## config.mk

```make
export PLATFORM = sky130hd
export DESIGN_NAME = ftlw_sram
export DESIGN_NICKNAME = d
export VERILOG_FILES = /design/src/rtl/ftlw_sram_pkg.sv /design/src/rtl/ftlw_cmd.sv /design/src/rtl/ftlw_lane.sv /design/src/rtl/ftlw_outgate.sv /design/src/rtl/ftlw_sram.sv
export SDC_FILE = /design/constraint.sdc
export NUM_CORES = 2
export LEC_CHECK = 0
export BUFFER_PORTS_ARGS = -buffer_cell sky130_fd_sc_hd__buf_2
export CORE_ASPECT_RATIO = 0.7
export CORE_MARGIN = 2
export CORE_UTILIZATION = 45
export CTS_BUF_LIST = sky130_fd_sc_hd__clkbuf_8
export DETAILED_ROUTE_END_ITERATION = 8
export SYNTH_ARGS = -nofsm -noshare
export SYNTH_HDL_FRONTEND = slang
export SYNTH_SLANG_ARGS = --single-unit
```

## constraint.sdc

```tcl
create_clock -name clk -period 3 [get_ports clk]
set_clock_uncertainty 0.2 [all_clocks]
set_input_delay 0.15 -clock clk [delete_from_list [all_inputs] [get_ports clk]]
set_output_delay 0.15 -clock clk [all_outputs]
set_load 0.1 [all_outputs]
```

## src/rtl/ftlw_sram_pkg.sv

```systemverilog
package ftlw_sram_pkg;

    localparam int LANES   = 4;
    localparam int LANE_W  = 9;
    localparam int WORD_W  = LANES * LANE_W;

    typedef enum logic [1:0] {
        OP_DESEL = 2'd0,
        OP_READ  = 2'd1,
        OP_WRITE = 2'd2
    } op_e;

    typedef logic [WORD_W-1:0] word_t;
    typedef logic [LANE_W-1:0] lane_t;

    // decoded request seen at one edge
    typedef struct packed {
        logic start;   // a new operation begins
        logic chosen;  // all three selects active
        logic is_rd;   // read requested
    } req_t;

    function automatic logic all_selected(logic a_n, logic b, logic c_n);
        return !a_n && b && !c_n;
    endfunction

    // linear step of the in-group offset, wrapping modulo four
    function automatic logic [1:0] wrap_step(logic [1:0] ofs);
        return ofs + 2'd1;
    endfunction

    function automatic op_e new_op(req_t r);
        if (!r.chosen) return OP_DESEL;
        return r.is_rd ? OP_READ : OP_WRITE;
    endfunction

endpackage

```

## src/rtl/ftlw_cmd.sv

```systemverilog
module ftlw_cmd
    import ftlw_sram_pkg::*;
#(
    parameter int ADDR_W = 6
) (
    input  logic              clk,
    input  logic              rst,
    input  logic              step,
    input  logic              doze,
    input  req_t              req,
    input  logic [ADDR_W-1:0] addr,
    output op_e               cur_op,
    output logic [ADDR_W-1:0] cur_addr,
    output logic              commit
);

    op_e               op_q;
    logic [ADDR_W-1:0] addr_q;

    always_ff @(posedge clk) begin
        if (rst) begin
            op_q   <= OP_DESEL;
            addr_q <= '0;
        end else if (step) begin
            if (doze) begin
                op_q <= OP_DESEL;
            end else if (req.start) begin
                op_q   <= new_op(req);
                addr_q <= addr;
            end else begin
                addr_q <= {addr_q[ADDR_W-1:2], wrap_step(addr_q[1:0])};
            end
        end
    end

    assign cur_op   = op_q;
    assign cur_addr = addr_q;
    // late write: the registered write address takes its data at this edge
    assign commit   = step && (op_q == OP_WRITE);

endmodule

```

## src/rtl/ftlw_lane.sv

```systemverilog
module ftlw_lane
    import ftlw_sram_pkg::*;
#(
    parameter int ADDR_W = 6
) (
    input  logic              clk,
    input  logic              we,
    input  logic [ADDR_W-1:0] waddr,
    input  lane_t             wd,
    input  logic [ADDR_W-1:0] raddr,
    output lane_t             rd
);

    localparam int DEPTH = 1 << ADDR_W;

    lane_t mem [DEPTH];

    always_ff @(posedge clk) begin
        if (we) mem[waddr] <= wd;
    end

    assign rd = mem[raddr];

endmodule

```

## src/rtl/ftlw_outgate.sv

```systemverilog
module ftlw_outgate
    import ftlw_sram_pkg::*;
(
    input  op_e   cur_op,
    input  logic  out_en_n,
    input  logic  doze,
    input  word_t word,
    output word_t rd_data,
    output logic  rd_drive
);

    always_comb begin
        rd_drive = (cur_op == OP_READ) && !out_en_n && !doze;
        rd_data  = rd_drive ? word : '0;
    end

endmodule

```

## src/rtl/ftlw_sram.sv

```systemverilog
module ftlw_sram
    import ftlw_sram_pkg::*;
#(
    parameter int ADDR_W = 6
) (
    input  logic              clk,
    input  logic              rst,
    input  logic              clk_en_n,
    input  logic              burst_cont,
    input  logic              rnw,
    input  logic              sel_a_n,
    input  logic              sel_b,
    input  logic              sel_c_n,
    input  logic [ADDR_W-1:0] addr,
    input  logic [3:0]        lane_wr_n,
    input  logic [35:0]       wr_data,
    input  logic              out_en_n,
    input  logic              doze,
    output logic [35:0]       rd_data,
    output logic              rd_drive
);

    req_t              req;
    op_e               cur_op;
    logic [ADDR_W-1:0] cur_addr;
    logic              commit;
    word_t             word;

    always_comb begin
        req.start  = !burst_cont;
        req.chosen = all_selected(sel_a_n, sel_b, sel_c_n);
        req.is_rd  = rnw;
    end

    ftlw_cmd #(.ADDR_W(ADDR_W)) cmd_i (
        .clk      (clk),
        .rst      (rst),
        .step     (!clk_en_n),
        .doze     (doze),
        .req      (req),
        .addr     (addr),
        .cur_op   (cur_op),
        .cur_addr (cur_addr),
        .commit   (commit)
    );

    for (genvar k = 0; k < LANES; k++) begin : g_lane
        ftlw_lane #(.ADDR_W(ADDR_W)) lane_i (
            .clk   (clk),
            .we    (commit && !lane_wr_n[k]),
            .waddr (cur_addr),
            .wd    (wr_data[k*LANE_W +: LANE_W]),
            .raddr (cur_addr),
            .rd    (word[k*LANE_W +: LANE_W])
        );
    end

    ftlw_outgate gate_i (
        .cur_op   (cur_op),
        .out_en_n (out_en_n),
        .doze     (doze),
        .word     (word),
        .rd_data  (rd_data),
        .rd_drive (rd_drive)
    );

endmodule

```

==> results.ini <==
[routing]
wl_per_cell_um=33.85
via_per_inst=6.217
ant_nets=0
postRouteWirelength_um=297100
drt_iter0_markers=8235
drc=0
first_pass_iters=6
vias=54561

[timing]
finalCriticalPeriod_ns=4.208
finalWorstSetupSlack_ns=-1.208
setup_violations=51
slew_headroom_pct=11.71
fmax_mhz=237.7
post-route-period-util_pct=140.3
finalSetupTns_ns=-39.37
worst_pin_slew_ns=1.324
hold_viol=0
finalMaxSlewViolations=0
rsz0062_at_grt=yes

[floorplan]
rows=136
initial_core_util_pct=45.22
die_h_um=375.5
boundaryPins=93
die-area_um2=200800
coreArea_um2=196200
die_width_um=534.7

[yosys]
ys_warn_count=0
async_flop_share_pct=0
synth-seq-cells=2312
synth.largest_area_cell=edfxtp_1
synth_top_area_share_pct=77.99
synthesis.nets=4806
yosysUniqueCellTypes=56
synth_area_leaders=edfxtp_1, mux4_2, a221oi_1
ys_seq_area_share_pct=78.17
synth_edf_count=2304
syn_area_per_cell_um2=18.68
ys.flop_type=edfxtp_1
synthCells=4750
netlist_area_um2=88710

[global_route]
grt_max_degree=65
antenna_found_initial=33
use_met2_pct=40.01
grtUsageMet3_pct=10.17
gr-total-overflow=0
first_global_vias=52139
track_usage_pct=29.00
grt.busiest_layer=met1
grt_first_pass_wirelength_um=406800
grt_use_met1_pct=42.54

[place]
gp_congestion=0.9541
postPlaceCellArea_um2=100200
io_buffers=92
dpl.hpwl_um=196800

[worst_setup_path]
critical_path_class=register to primary output
crit_path_end_kind=primary output
cp_data_required_time_ns=2.65
crit_fanout=7
start_kind=register
worstPathArrival_ns=3.86

[run_status]
status=finished with violations
violations=negative setup slack

[power_and_ir_drop]
vdd_drop_max_uv=473.3
p_leak_uw=0.03596
powerDensity_nw_per_um2=567.3

[cts]
cts_buffer_depth=4
cts_root_buf=clkbuf_8
numCtsBuffers=341
cts_tree=built
clk_latency_ns=0.99
clkSlewWorstSetupHoldPaths_ns=0.07
htreeDepth=5
clock_sinks=2312

[cells_and_area]
area.sequential_um2=69360
area_growth_pct=24.95
layout-drive-gt1-share_pct=34.43
fillers=14908
nets=5946
multiInputGateArea_um2=20310
stdcell_area_um2=110800

[run]
cap_violations=0

[hold_path]
hp-class=primary input to register

worst max-delay path, stage by stage, from the launching register on:
cell	delay (ns)
dfxtp_4	0.38
buf_12	0.13
buf_12	0.15
buf_8	0.13
nor2b_4	0.33
buf_12	0.21
a221oi_1	0.11
or3_1	0.37
o221ai_2	0.08
a2111oi_2	0.06
buf_4	0.19
a31oi_4	0.29
buf_6	0.21
buf_12	0.18
per-layer routing:
metal  up-vias  routed length [um]
met5         -                 365
met3       553               42020
li1      22101                   -
met4        12               10990
met1     28204              118900
met2      3691              124800
where the power goes:
group,internal (uW),switching [uW],total [uW]
sequential,35500,7.00,35500
clock,11200,12200,23400
combinational,1570,2400,3970
layout make-up:
| type | instances | share of cell area (%) |
|---|---|---|
| clock buffers | 347 | 4.309 |
| multi-input cells | 2089 | 18.32 |
| inverters | 6 | 0.02596 |
| clock inverters | 254 | 1.119 |
| repair buffers | 1140 | 10.68 |
| flip-flops and latches | 2312 | 62.57 |
| well taps | 2622 | 2.960 |
| diodes | 6 | 0.01355 |
placed cells by master, fill, tap and decap left out, types with 104 or more instances in the layout:
master,count
a21oi_1,104
a221oi_1,186
a22oi_1,210
buf_12,190
buf_4,728
clkbuf_8,347
edfxtp_1,2304
inv_1,114
mux2i_1,115
mux4_2,234
nand2_1,210
nor2_1,308
logic make-up (layout without fill, tap and decap cells):
group	count (synthesis)	after routing	share of synthesized area, %
buffers and inverters	349	1747	1.863
AOI/OAI and AO/OA	1005	1005	8.746
and+or+nand+nor	680	680	3.235
other	0	6	0
muxes	404	404	7.986
DFF	2312	2312	78.17
what timing repair did:
item / 4_1_cts / 5_1_grt
endpoints found under the hold margin: 2911 / 0
buffers inserted: 44 / 49
setup endpoints to repair: 737 / 116
pin swaps: 70 / 92
hold buffers: 77 / 0
cloned: 13 / 3
gates resized for setup: 289 / 208
flip-flops by register name, summed over array words and instances (netlist names):
register / count
cmd_i.cur_op: 2
cmd_i.cur_addr: 6
g_lane.lane_i.mem: 2304
cells in the mapped netlist (7+ instances only):
cell and number:
edfxtp_1 2304, nor2_1 325, a221oi_1 273, a22oi_1 235
mux4_2 234, nand2_1 219, clkbuf_1 153, a21oi_1 122
mux2i_1 122, buf_2 103, a22o_1 68, o22ai_1 61
nor3_1 51, o211ai_1 47, buf_1 46, a211oi_1 45
a31oi_1 42, mux2_2 29, buf_4 25, o21ai_0 22
a21o_1 18, nand4_1 17, or3_1 17, a2111oi_2 16
buf_6 16, nor4_1 16, o221ai_1 16, a221oi_2 15
mux2_4 14, o22a_1 12, dfxtp_1 8, nand2b_1 7
stage by stage:
stage / hold slack (ns) / util (%) / total power [uW] / setup slack (ns) / std cells
after floorplan: 0.04887 / - / 37660 / 0.02877 / 4750
after global placement: 0.1967 / 51.05 / 39380 / -0.9546 / 7998
after detailed placement: 0.2051 / 51.05 / 39420 / -0.9610 / 7998
after CTS: 0.01631 / 55.68 / 62780 / -1.261 / 8731
after global routing: 0.04435 / 56.49 / 64570 / -1.208 / 8772
final: 0.07293 / 56.50 / 62880 / -1.208 / 8776
path summary, 6_finish.rpt:
path,startpoint,endpoint,slack [ns],cells after the start
setup / recovery,cmd_i.cur_addr[0]$_SDFFE_PP0P_,rd_data[7],-1.21,13
hold / removal,wr_data[27],g_lane[3].lane_i.mem[17][0]$_DFFE_PP_,0.07,3
setup reg to reg,cmd_i.cur_addr[0]$_SDFFE_PP0P_,g_lane[1].lane_i.mem[31][0]$_DFFE_PP_,-0.03,10
hold reg to reg,cmd_i.cur_op[0]$_SDFFE_PP0P_,cmd_i.cur_op[0]$_SDFFE_PP0P_,0.93,3
(Power assumes the default switching activity.)
